$ cat src/rtl/vic_ack_pkg.sv
package vic_ack_pkg;

  localparam int ID_W   = 10;
  localparam int OFF_W  = 12;
  localparam int ADDR_W = OFF_W + 1;
  localparam int DATA_W = 32;

  localparam logic [ID_W-1:0] SPURIOUS_ID = 10'd1023;

  // Offsets inside the global region
  localparam logic [OFF_W-1:0] OFF_EN_SET = 12'hA30;
  localparam logic [OFF_W-1:0] OFF_EN_CLR = 12'hA34;
  // Offsets inside the per-CPU region
  localparam logic [OFF_W-1:0] OFF_UNMASK = 12'h0BC;
  localparam logic [OFF_W-1:0] OFF_MASK   = 12'h0B8;
  localparam logic [OFF_W-1:0] OFF_ACK    = 12'h0B4;

  typedef enum logic {
    REGION_GLOBAL = 1'b0,
    REGION_CPU    = 1'b1
  } region_e;

  typedef struct packed {
    logic            enSet;
    logic            enClr;
    logic            unmaskSet;
    logic            maskSet;
    logic [ID_W-1:0] srcId;
  } ctrlStrobe_t;

endpackage

$ cat src/rtl/vic_ack_ctrl.sv
module vic_ack_ctrl
  import vic_ack_pkg::*;
(
  input  logic              clk,
  input  logic              rstN,
  input  logic              wrEn,
  input  logic [ADDR_W-1:0] wrAddr,
  input  logic [DATA_W-1:0] wrData,
  input  logic              rdEn,
  input  logic [ADDR_W-1:0] rdAddr,
  input  logic [ID_W-1:0]   winnerId,
  input  logic              irqIn,
  output ctrlStrobe_t       stb,
  output logic              rdValid,
  output logic [DATA_W-1:0] rdData
);

  region_e          wrRegion;
  region_e          rdRegion;
  logic [OFF_W-1:0] wrOff;
  logic [OFF_W-1:0] rdOff;
  logic             ackHit;

  assign wrRegion = region_e'(wrAddr[ADDR_W-1]);
  assign rdRegion = region_e'(rdAddr[ADDR_W-1]);
  assign wrOff    = wrAddr[OFF_W-1:0];
  assign rdOff    = rdAddr[OFF_W-1:0];
  assign ackHit   = rdEn && (rdRegion == REGION_CPU) && (rdOff == OFF_ACK);

  always_comb begin
    stb           = '0;
    stb.srcId     = wrData[ID_W-1:0];
    if (wrEn) begin
      unique case (wrRegion)
        REGION_GLOBAL: begin
          stb.enSet = (wrOff == OFF_EN_SET);
          stb.enClr = (wrOff == OFF_EN_CLR);
        end
        REGION_CPU: begin
          stb.unmaskSet = (wrOff == OFF_UNMASK);
          stb.maskSet   = (wrOff == OFF_MASK);
        end
        default: ;
      endcase
    end
  end

  always_ff @(posedge clk or negedge rstN) begin
    if (!rstN) begin
      rdValid <= 1'b0;
      rdData  <= '0;
    end else begin
      rdValid <= rdEn;
      if (rdEn) begin
        rdData <= ackHit ? {{(DATA_W-ID_W){1'b0}}, winnerId} : '0;
      end
    end
  end

  // answer arrives exactly one cycle after the request
  a_r6_read_latency: assert property (@(posedge clk) disable iff (!rstN)
    rdEn |=> rdValid);
  a_r6_valid_single: assert property (@(posedge clk) disable iff (!rstN)
    !rdEn |=> !rdValid);
  // upper bits of returned data are zero
  a_r6_upper_zero: assert property (@(posedge clk) disable iff (!rstN)
    rdValid |-> (rdData[DATA_W-1:ID_W] == '0));
  // nothing qualifying means the spurious code is reported
  a_r7_spurious: assert property (@(posedge clk) disable iff (!rstN)
    (ackHit && !irqIn) |=> (rdData[ID_W-1:0] == SPURIOUS_ID));

endmodule

$ cat src/rtl/vic_ack_datapath.sv
module vic_ack_datapath
  import vic_ack_pkg::*;
#(
  parameter int NUM_SRC = 64
) (
  input  logic               clk,
  input  logic               rstN,
  input  logic [NUM_SRC-1:0] srcIn,
  input  ctrlStrobe_t        stb,
  output logic [ID_W-1:0]    winnerId,
  output logic               irq
);

  localparam int IDX_W = (NUM_SRC > 1) ? $clog2(NUM_SRC) : 1;

  logic [NUM_SRC-1:0] enBits;
  logic [NUM_SRC-1:0] unmaskBits;
  logic [NUM_SRC-1:0] qualBits;
  logic               idOk;
  logic [IDX_W-1:0]   idx;
  logic               anyWr;

  assign idOk  = (32'(stb.srcId) < NUM_SRC);
  assign idx   = stb.srcId[IDX_W-1:0];
  assign anyWr = stb.enSet | stb.enClr | stb.unmaskSet | stb.maskSet;

  always_ff @(posedge clk or negedge rstN) begin
    if (!rstN) begin
      enBits     <= '0;
      unmaskBits <= '0;
    end else if (idOk) begin
      if (stb.enSet)     enBits[idx]     <= 1'b1;
      if (stb.enClr)     enBits[idx]     <= 1'b0;
      if (stb.unmaskSet) unmaskBits[idx] <= 1'b1;
      if (stb.maskSet)   unmaskBits[idx] <= 1'b0;
    end
  end

  assign qualBits = srcIn & enBits & unmaskBits;
  assign irq      = |qualBits;

  // Lowest-numbered qualifying source wins: scan from the top down
  always_comb begin
    winnerId = SPURIOUS_ID;
    for (int i = NUM_SRC - 1; i >= 0; i--) begin
      if (qualBits[i]) winnerId = ID_W'(i);
    end
  end

  // an in-range set-enable write leaves the source enabled
  a_r2_enable_set: assert property (@(posedge clk) disable iff (!rstN)
    (stb.enSet && idOk) |=> enBits[$past(idx)]);
  // an in-range clear-enable write leaves the source disabled
  a_r3_enable_clr: assert property (@(posedge clk) disable iff (!rstN)
    (stb.enClr && idOk) |=> !enBits[$past(idx)]);
  // unmask write
  a_r4_unmask: assert property (@(posedge clk) disable iff (!rstN)
    (stb.unmaskSet && idOk) |=> unmaskBits[$past(idx)]);
  // mask write
  a_r5_mask: assert property (@(posedge clk) disable iff (!rstN)
    (stb.maskSet && idOk) |=> !unmaskBits[$past(idx)]);
  // out-of-range numbers change nothing
  a_r11_ignore_id: assert property (@(posedge clk) disable iff (!rstN)
    (anyWr && !idOk) |=> ($stable(enBits) && $stable(unmaskBits)));
  // no strobe means no state change
  a_r12_no_strobe: assert property (@(posedge clk) disable iff (!rstN)
    !anyWr |=> ($stable(enBits) && $stable(unmaskBits)));

endmodule

$ cat src/rtl/vic_ack_top.sv
module vic_ack_top
  import vic_ack_pkg::*;
#(
  parameter int NUM_SRC = 64
) (
  input  logic               clk,
  input  logic               rstN,
  input  logic [NUM_SRC-1:0] srcIn,
  input  logic               wrEn,
  input  logic [12:0]        wrAddr,
  input  logic [31:0]        wrData,
  input  logic               rdEn,
  input  logic [12:0]        rdAddr,
  output logic               rdValid,
  output logic [31:0]        rdData,
  output logic               irq
);

  ctrlStrobe_t     stb;
  logic [ID_W-1:0] winnerId;

  vic_ack_ctrl i_ctrl (
    .clk      (clk),
    .rstN     (rstN),
    .wrEn     (wrEn),
    .wrAddr   (wrAddr),
    .wrData   (wrData),
    .rdEn     (rdEn),
    .rdAddr   (rdAddr),
    .winnerId (winnerId),
    .irqIn    (irq),
    .stb      (stb),
    .rdValid  (rdValid),
    .rdData   (rdData)
  );

  vic_ack_datapath #(.NUM_SRC(NUM_SRC)) i_datapath (
    .clk      (clk),
    .rstN     (rstN),
    .srcIn    (srcIn),
    .stb      (stb),
    .winnerId (winnerId),
    .irq      (irq)
  );

  // a request is raised only when some source is being reported
  a_r10_irq_has_winner: assert property (@(posedge clk) disable iff (!rstN)
    irq |-> (winnerId != SPURIOUS_ID));

endmodule

$ cat config.mk
export PLATFORM = sky130hd
export DESIGN_NAME = vic_ack_top
export DESIGN_NICKNAME = d
export VERILOG_FILES = /design/src/rtl/vic_ack_pkg.sv /design/src/rtl/vic_ack_ctrl.sv /design/src/rtl/vic_ack_datapath.sv /design/src/rtl/vic_ack_top.sv
export SDC_FILE = /design/constraint.sdc
export NUM_CORES = 1
export LEC_CHECK = 0
export BUFFER_PORTS_ARGS = -buffer_cell sky130_fd_sc_hd__buf_2
export CAP_MARGIN = 10
export CORE_AREA = 2 2 145 147
export CTS_BUF_LIST = sky130_fd_sc_hd__clkbuf_8
export CTS_CLUSTER_DIAMETER = 80
export DETAILED_ROUTE_END_ITERATION = 16
export DIE_AREA = 0 0 147 149
export PLACE_DENSITY_LB_ADDON = 0.25
export SKIP_LAST_GASP = 1
export SLEW_MARGIN = 20
export SYNTH_ARGS = -nofsm -noshare
export SYNTH_HDL_FRONTEND = slang
export SYNTH_SLANG_ARGS = --single-unit
$ cat constraint.sdc
create_clock -name clk -period 1.6 [get_ports clk]
set_input_delay 0.08 -clock clk [delete_from_list [all_inputs] [get_ports clk]]
set_output_delay 0.08 -clock clk [all_outputs]
set_load 0.005 [all_outputs]
== After elaboration in Yosys (flattened, before gate mapping) ==
Cells that the tools add are included.
Word-level totals
  input bits: 126
  RAM bits: 0
  output and inout bits: 34
  bits in latches: 0
  word-level logic and storage cells: 99
  flip-flop bits (word level): 161
  memory bits (read-only): 0
  memories: 0
Operators by class
  div/mod/pow operators: 0
  multiplexer cells: 76
  bitwise operators: 7
  magnitude comparators: 3
  multiply operators: 0
  add/subtract/negate cells: 0
  shift-type cells: 0
  eq/ne operators: 5
  reduce and logical (&&, ||, !) cells: 4
Operators by type and width (number)
  $mux 10: 65
  $mux 64: 6
  $and 64x64->64: 4
  $or 64x64->64: 2
  $not 64->64: 1
  $reduce_or 64->1: 1
  $eq 12x8->1 const B: 3
  $eq 12x12->1 const B: 2
  $lt 10x7->1 const B: 1
  $lt 6x7->1 const B: 1
  $demux 1 s6: 1
  $ge 6x1->1 const B: 1
  $mux 2: 2
  $mux 4: 1
  $logic_and 1x1->1: 3
  $mux 1: 1

== Logic depth before layout (Yosys ltp) ==
  depth in word-level cells: 67
  gate-level depth with buffers: 7
  mapped depth without buffers: 6

== Cells and area by module ==
A second synthesis with hierarchy kept.
Unflattened totals
  cells, all modules: 818
  area, all modules: 7068.0 µm²
By module, submodules not included
  vic_ack_datapath: instances 1, area each 6242.2 µm², cells an instance 726
  vic_ack_ctrl: instances 1, area each 825.8 µm², cells an instance 92

== Worst setup path after synthesis ==
No wires, ideal clock.
  path kind: flip-flop to flip-flop
  start: register (tool-made name)
  end: register i_ctrl.rdData[8]
  clock period less this slack: 1.787 ns
  path slack: -0.187 ns
  library setup time: 0.066 ns
  path buffers: 0
  required time: 1.534 ns
  cell stages (with the launch flop): 7
  arrival time: 1.720 ns
  path through: dfrtp_1 > and3_1 > nor2b_1 > nand3_1 > or3_1 > nor4_1 > a22o_1
RTL lines
  end signal, assigned: RTL line vic_ack_ctrl.sv:55  | rdData <= ackHit ? {{(DATA_W-ID_W){1'b0}}, winnerId} : '0;
  end, declared: RTL line vic_ack_ctrl.sv:15  | output logic [DATA_W-1:0] rdData

== Worst setup path after layout ==
  start: register i_datapath.enBits[49]
  end: output irq
Between the ends
  longest elaborated chain between the ends: 3
RTL lines
  start, declared: RTL line vic_ack_datapath.sv:16  | logic [NUM_SRC-1:0] enBits;
  start signal, assigned: RTL line vic_ack_datapath.sv:29  | enBits <= '0;
  start signal, assigned by index: RTL line vic_ack_datapath.sv:32  | if (stb.enSet) enBits[idx] <= 1'b1;
  start signal, assigned by index: RTL line vic_ack_datapath.sv:33  | if (stb.enClr) enBits[idx] <= 1'b0;
  $and 64x64->64 (2 in series): RTL line vic_ack_datapath.sv:39  | assign qualBits = srcIn & enBits & unmaskBits;
  $reduce_or 64->1: RTL line vic_ack_datapath.sv:40  | assign irq = |qualBits;
  end, declared: RTL line vic_ack_top.sv:16  | output logic irq
Every way passes these cells.

==> out/results.txt <==
Outcome = finished, violations left
Violated checks = negative setup slack
Total grt overflow = 0
Leakage Power = 5.00 nW
Slew Limit Fails = 0
Hpwl dp = 16300 um
Via/cell ratio = 5.13
Power consumption = 0.00673 W
Via Count = 6893
Drt initial violations = 369
Worst VDD drop = 0.482 mV
Clock root buffer = clkbuf_8
Die area = 21900 um2
Pre-antenna DRT Iters = 4
Synthesized area = 7020 um2
Crit share post-route = 145%
Placement row count = 53
Fin worst setup slack = -0.712 ns
Post-synth top flop = dfrtp_1
Cell with the most instances after synthesis = a21oi_1
Post-Layout Cell Count = 1343
Worst path cell trace = and3_4 > a31oi_4 > nand3b_1 > or3_4 > nor4_4 > nand2_1 > buf_2
Worst path max stage delay = 0.44 ns
Vias in the first global route = 6710
DR DRC count = 0
Area share of the largest cell type after synthesis = 48.5%
Number of port buffers = 115
CTS Buf Count = 17
Flops & latches, synth = 136
F_max = 433 MHz
Clock latency on the worst-skew pair = 0.46 ns
CP Launch Point = i_datapath.enBits[49]$_DFFE_PN0N_
Largest cells by area after synthesis = dfrtp_1 48%, a21oi_1 11%, mux2_2 7.5%, nand2_1 4.7%, nand3_1 4.7%
Die H = 149 um
Largest net degree at the start of global routing = 64
Async S/R FF share, synth = 100%
Yosys synthesis warning count = 0
Unrepaired setup endpoints after global routing = true
Gpl congestion = 0.870
Syn Area/Cell = 9.18 um2
Io pins = 160
Hold_ws = 0.0938 ns
Total Nets Final = 1179
Clk_skew = 0.0116 ns
Endpoints failing setup = 3
Crit-path max FO = 2
Horiz. Die Dim = 147 um
Worst hold path class = in2reg
Synth-to-Final Area Change = 42.8%
Post-Layout Inst Area = 10000 um2
Post-DRT Antenna Nets = 0
Clk slew on worst S/H paths = 0.09 ns
Worst EP arrival = 2.23 ns
CTS Buffer Depth = 2
All-Layer GR Usage = 21.0%
Initial antenna violation count = 2
Min Tclk post-route = 2.31 ns
Register area = 3400 um2
Sequential-to-total area share from yosys stat = 48.5%
First-pass GRT wire length = 35700 um
Yosys cell types = 55
Fin util = 48.8%
# fillers = 1981
Post-synth top cells = 148 x a21oi_1, 136 x dfrtp_1, 88 x nand2_1
Final Hold Fails = 0
Area leader, netlist = dfrtp_1
CTS H-tree depth = 4
Max_cap viols = 0
Worst reg2reg startpoint = i_datapath.enBits[49]$_DFFE_PN0N_
Post-Syn Instances = 765
Start point of the worst hold path = wrData[3]
Cells after DPL = 1293
DR WL/cell = 17.0 um
Crit end category = output pin
R2r setup slk = -0.26 ns
Cell Area, Placed = 9160 um2
Final wirelength = 22800 um
Share of cells above drive strength 1 = 43.1%
Area of the multi-input gates = 3740 um2
Initial Util = 34.2%
PD cells = 671 nW/um2
CP startpoint kind = register
Post-synth EDFFs = 0
CTS sink cnt = 136
Core area = 20600 um2
Setup CP Type = reg2out
TritonCTS clock tree = yes
Worst Path Required = 1.52 ns
CP max-delay cell = or3_4
[per-stage QoR]
stage | setup WS [ns] | setup TNS (ns)
finish | -0.712 | -0.992
global route | -0.800 | -1.50
CTS | -0.693 | -1.30
detailed placement | -0.337 | -14.35
global placement | -0.302 | -10.87
floorplan | 0.00399 | 0
[logic make-up after synthesis]
| logic type | synth area share, % |
|---|---|
| other | 0.0534 |
| buffers and inverters | 4.72 |
| AO/OA/AOI/OAI | 17.0 |
| multiplexers | 7.86 |
| AND/OR/NAND/NOR | 21.9 |
| flip-flops | 48.5 |
[final timing paths]
kind                       depth (start not counted)                                 to
min                                                5  i_datapath.enBits[19]$_DFFE_PN0N_
min reg2reg                                        1       i_ctrl.rdData[5]$_DFFE_PN0P_
max in group asynchronous                          3         asynchronous set/reset pin
min in group asynchronous                          3         asynchronous set/reset pin
max                                                7                                irq
max reg2reg                                        7       i_ctrl.rdData[8]$_DFFE_PN0P_
[cell usage in the layout, fill, tap and decap left out, types with 4 or more instances in the layout]
cell type,instances
a21oi_1,144
a31oi_1,20
and2_1,9
and3_1,16
and3_4,7
buf_12,8
buf_2,114
buf_4,178
buf_6,4
clkbuf_8,19
conb_1,22
dfrtp_1,136
inv_1,6
inv_6,4
mux2_2,47
nand2_1,84
nand2_2,4
nand2b_1,5
nand3_1,46
nand3_2,20
nand3b_1,6
nand4_1,11
nor2_1,47
nor2_2,6
nor3_1,6
o211ai_1,8
o21ai_0,5
o21ai_1,5
[where the power goes]
part	total, W	internal [W]	switching, W
registers	0.00344	0.00343	0.000000286
clock network	0.00282	0.00133	0.00150
logic	0.000469	0.000173	0.000297
[worst max-delay path, delay by kind of cell (launching register included)]
kind                   cells  cell delay, ns
flip-flops                 1            0.39
AND/OR/NAND/NOR            5            1.09
AO/OA/AOI/OAI              1            0.15
buffers and inverters      1            0.13
[per-layer routing]
metal  GRT usage [%]  vias up  routed length, um
met2            35.4      196              11200
met1            27.5     3341              10300
li1                -     3328                  -
met4            6.63        0                343
met5               0        -                  0
met3            4.07       28               1000
[repair_timing]
| action | in CTS | in global routing |
|---|---|---|
| resized for setup | 28 | 51 |
| cloned | 0 | 0 |
| hold buffers | 2 | 0 |
| pin swaps | 13 | 36 |
| buffers inserted | 13 | 16 |
| endpoints found under the hold margin | 138 | 0 |
| setup endpoints to repair | 7 | 8 |
[cell type report]
| class | count | area share (%) |
|---|---|---|
| clock inverter | 13 | 1.21 |
| multi-input combinational | 588 | 37.3 |
| clock buffer | 19 | 2.61 |
| inverter | 4 | 0.150 |
| antenna | 2 | 0.0499 |
| tap | 275 | 3.43 |
| sequential | 136 | 33.9 |
| timing repair buffer | 306 | 21.3 |
Power figures use the tool's default switching activity.
